File: src/rtl/ext_irq_cond.sv
module ext_irq_cond #(
  parameter int SYNC_STAGES = 2
) (
  input  logic        clk,
  input  logic        rst_n,
  input  logic        wr_en,
  input  logic [31:0] wr_data,
  output logic [31:0] rd_data,
  input  logic [3:0]  irq_pin,
  output logic [3:0]  irq_req,
  output logic        master_en,
  output logic        crit_normal
);
  localparam int NL = 4;

  logic [NL-1:0] sync_q [SYNC_STAGES];
  logic [NL-1:0] prev_q;
  logic [NL-1:0] latch_q;
  logic [7:0]    sense_q;
  logic [3:0]    en_q;
  logic          master_q;
  logic          crit_q;
  logic [NL-1:0] pin_s;
  logic [NL-1:0] edge_ev;
  logic [NL-1:0] ack;
  logic [NL-1:0] cond;
  logic [NL-1:0] line_en;

  assign pin_s = sync_q[SYNC_STAGES-1];

  always_ff @(posedge clk) begin
    if (!rst_n) begin
      for (int i = 0; i < SYNC_STAGES; i++) sync_q[i] <= '0;
      prev_q <= '0;
    end else begin
      sync_q[0] <= irq_pin;
      for (int i = 1; i < SYNC_STAGES; i++) sync_q[i] <= sync_q[i-1];
      prev_q <= pin_s;
    end
  end

  always_ff @(posedge clk) begin
    if (!rst_n) begin
      sense_q  <= '0;
      en_q     <= '0;
      master_q <= 1'b0;
      crit_q   <= 1'b0;
    end else if (wr_en) begin
      sense_q  <= wr_data[23:16];
      en_q     <= wr_data[11:8];
      master_q <= wr_data[12];
      crit_q   <= wr_data[0];
    end
  end

  for (genvar n = 0; n < NL; n++) begin : g_line
    logic [1:0] mode;
    assign mode       = sense_q[7-2*n -: 2];
    assign line_en[n] = en_q[3-n];
    assign ack[n]     = wr_en & wr_data[27-n];
    assign edge_ev[n] = (mode == 2'd1) ? (pin_s[n] & ~prev_q[n]) :
                        (mode == 2'd2) ? (~pin_s[n] & prev_q[n]) : 1'b0;
    assign cond[n]    = (mode == 2'd0) ? pin_s[n] :
                        (mode == 2'd3) ? ~pin_s[n] : latch_q[n];

    always_ff @(posedge clk) begin
      if (!rst_n)          latch_q[n] <= 1'b0;
      else if (edge_ev[n]) latch_q[n] <= 1'b1;
      else if (ack[n])     latch_q[n] <= 1'b0;
    end

    a_r7_edge_hold: assert property (@(posedge clk) disable iff (!rst_n)
      (latch_q[n] && !(wr_en && wr_data[27-n])) |=> latch_q[n]);
    a_r4_ack_clears: assert property (@(posedge clk) disable iff (!rst_n)
      (wr_en && wr_data[27-n] && !edge_ev[n]) |=> !latch_q[n]);
  end

  assign irq_req     = cond & line_en & {NL{master_q}};
  assign master_en   = master_q;
  assign crit_normal = crit_q;
  assign rd_data     = {8'h00, sense_q, 3'b000, master_q, en_q, 7'h00, crit_q};

  a_r3_gated: assert property (@(posedge clk) disable iff (!rst_n)
    (irq_req & ~line_en) == '0 && (master_en || irq_req == '0));
  a_r4_ack_reads_zero: assert property (@(posedge clk) disable iff (!rst_n)
    rd_data[27:24] == 4'h0);
  a_r5_unused_zero: assert property (@(posedge clk) disable iff (!rst_n)
    rd_data[31:28] == 4'h0 && rd_data[15:13] == 3'h0 && rd_data[7:1] == 7'h0);
  a_r1_reset_clear: assert property (@(posedge clk)
    !rst_n |=> (rd_data == 32'h0 && latch_q == '0));
endmodule

File: config.mk
export PLATFORM = sky130hd
export DESIGN_NAME = ext_irq_cond
export DESIGN_NICKNAME = d
export VERILOG_FILES = /design/src/rtl/ext_irq_cond.sv
export SDC_FILE = /design/constraint.sdc
export NUM_CORES = 1
export LEC_CHECK = 0
export ABC_AREA = 1
export BUFFER_PORTS_ARGS = -buffer_cell sky130_fd_sc_hd__buf_2
export CAP_MARGIN = 10
export CORE_ASPECT_RATIO = 0.5
export CORE_MARGIN = 3
export CORE_UTILIZATION = 47
export DETAILED_ROUTE_END_ITERATION = 8
export PLACE_DENSITY = 0.83
export SLEW_MARGIN = 20
export SYNTH_ARGS = -nofsm -noshare
export SYNTH_HDL_FRONTEND = slang
export SYNTH_SLANG_ARGS = --single-unit
export TNS_END_PERCENT = 5
File: constraint.sdc
create_clock -name clk -period 1.5 [get_ports clk]
set_input_delay 0.075 -clock clk [delete_from_list [all_inputs] [get_ports clk]]
set_output_delay 0.075 -clock clk [all_outputs]
set_load 0.01 [all_outputs]
==> metrics.txt <==
CP Data Arrival Time=1.16 ns; FP Rows=13; DRC errors left=0; Synth Warn #=0; LEAKAGE=between 0.9 and 1 nW; port buffer count=44; pwr/cell area=approximately 1000 mW/mm²; clock slew at reported path FFs=0.06 ns; CTS Hold Buffers Added=4; final hold violations=0; Clock Latency Late Sink=between 0.2 and 0.3 ns; layout cell share with drive strength beyond 1=20.08%; cell area after layout=0.001682 mm²; most frequent cells in the layout=68 x nand2_1, 44 x buf_2, 30 x dfxtp_1, 29 x inv_1, 28 x nor2_1; Initial Util=52.12%; Final Slew Violations=0; WL final=2688 µm; post-route setup TNS=0 ns; final worst-path cycle share=82.61%; Via Count=1268; cts bufs inserted=5; Sequential Power Share=52.0%; most common cell after layout, fill and taps aside=nand2_1; Final #Nets=298; sw frac=26.20%; sw power=0.4423 mW; clock root buffer=clkbuf_8; Pre-antenna DRT Iters=3; unrepaired setup endpoints after global routing=false; first-pass GRT wire length=4402 µm; clk_skew=0.008474 ns; min-delay worst type=in2reg; Tmin final=1.239 ns; FF+latch count, synth=30; maxcap violations=0; Placer Congestion=0.7782; TritonCTS clock tree=done; # H-tree levels=2; startpoint class of the critical path=flip-flop; number of global-route vias before repair=approximately 1100; clock share of power=35.1%; DIE HEIGHT=45.04 µm; area fraction of the dominant cell type after synthesis=41.92%; PostCTS Resize Cnt=0; Syn Area/Cell=6.726 µm²; CTS max path bufs=2; CP max FO=6; CP Class=reg2out; Netlist Area Pre-Place=0.001433 mm²; clk sink count=30; initial antenna violation count=0; GRT Total Usage=15.05%; achievable clock frequency=around 0.81 GHz; Syn Inst Count=between 200 and 250; dpl hpwl=between 1500 and 2000 µm; Pint=between 1 and 1.5 mW; VDD IR max=492.0 µV; cell taking the most area after synthesis=dfxtp_1; vias per inst=4.284; CP required=1.42 ns; Top Ports=77; dpl cell area=between 0.0015 and 0.002 mm²; Setup crit end kind=output pin; Hold WS=0.02354 ns; Setup Fix Bufs, Post-CTS=0; run status=complete, no violations; largest net degree at the start of global routing=28; Synth cell types=13; main area contributors after synthesis=dfxtp_1 42%, nand2_1 18%, buf_4 12%, inv_1 7.6%, nor2_1 7.3%; WL per Instance=9.081 µm; Seq/Total Area, Yosys=between 40% and 50%; post-synthesis to final-layout area growth=17.38%; Antenna Violating Nets Remaining=0; gr ovfl total=0; diode count=0; endpoints failing setup=0; Comb power frac=12.9%; Core Region=around 0.0027 mm²; Die X=84.08 µm; area of the die=0.003787 mm²; DR iter-0 viols=30
-- cell families (layout without fill, tap and decap cells) --
group	Yosys count	after routing	share of synthesized area [%]
other	1	18	0.2618
AND/OR/NAND/NOR	100	100	26.55
flip-flops	30	30	41.92
buffers and inverters	56	85	21.66
AO/OA/AOI/OAI	26	26	9.608
-- synth_stat cells --
| library cell | count |
|---|---|
| a21oi_1 | 12 |
| buf_2 | 2 |
| buf_4 | 22 |
| buf_6 | 2 |
| conb_1 | 1 |
| dfxtp_1 | 30 |
| inv_1 | 29 |
| inv_2 | 1 |
| nand2_1 | 68 |
| nand3_1 | 4 |
| nor2_1 | 28 |
| o21ai_0 | 12 |
| o21ai_2 | 2 |
-- sequential cells by signal (all words and copies together) (netlist names) --
name,count
prev_q,4
sense_q,8
crit_normal,1
latch_q,4
sync_q,8
master_en,1
en_q,4
-- per-stage QoR --
step	worst slack, ns	std cells	power [mW]	util, %
CTS	0.2404	296	1.715	61.17
finish	0.2608	296	1.688	61.17
detailed placement	0.5523	285	1.107	56.94
global route	0.09907	296	1.779	61.17
global placement	0.5776	285	1.101	56.94
floorplan	0.6198	230	1.071	-
-- power by group through the flow --
| stage | Sequential (mW) | Clock [mW] | Combinational (mW) |
|---|---|---|---|
| after floorplan | 0.902 | 0 | 0.170 |
| after detailed placement | 0.895 | 0 | 0.212 |
| after CTS | 0.878 | 0.616 | 0.220 |
| after global placement | 0.894 | 0 | 0.207 |
| final | 0.878 | 0.592 | 0.218 |
| after global routing | 0.886 | 0.644 | 0.250 |
-- critical path, stage by stage (launching register included) --
cell,delay [ns]
dfxtp_1,0.35
nor2_1,0.16
nand2_1,0.06
nand2_1,0.06
nor2_1,0.04
nor2_1,0.08
buf_2,0.13
-- layer usage --
metal,GRT usage (%),routed length (µm)
met5,0,0
met4,6.731,42
met3,5.647,220
met2,25.24,1185
met1,17.75,1240
-- final cells by class --
class                   count  area [µm²]
flip-flops and latches     30       600.6
repair buffers             48       260.3
inverters                  30       112.6
fillers                   254        1067
clock buffers               7       76.32
multi-input cells         144       585.6
well taps                  37       46.29
-- worst paths after layout --
check,from,to,slack (ns),depth (start not counted)
worst max register to register,sense_q[7],latch_q[0],0.68,5
worst min register to register,sync_q[0][0],sync_q[0][4],0.41,2
worst max-delay path,sense_q[0],irq_req[3],0.26,6
worst min-delay path,wr_data[0],crit_normal,0.02,3
Power figures use the tool's default switching activity.
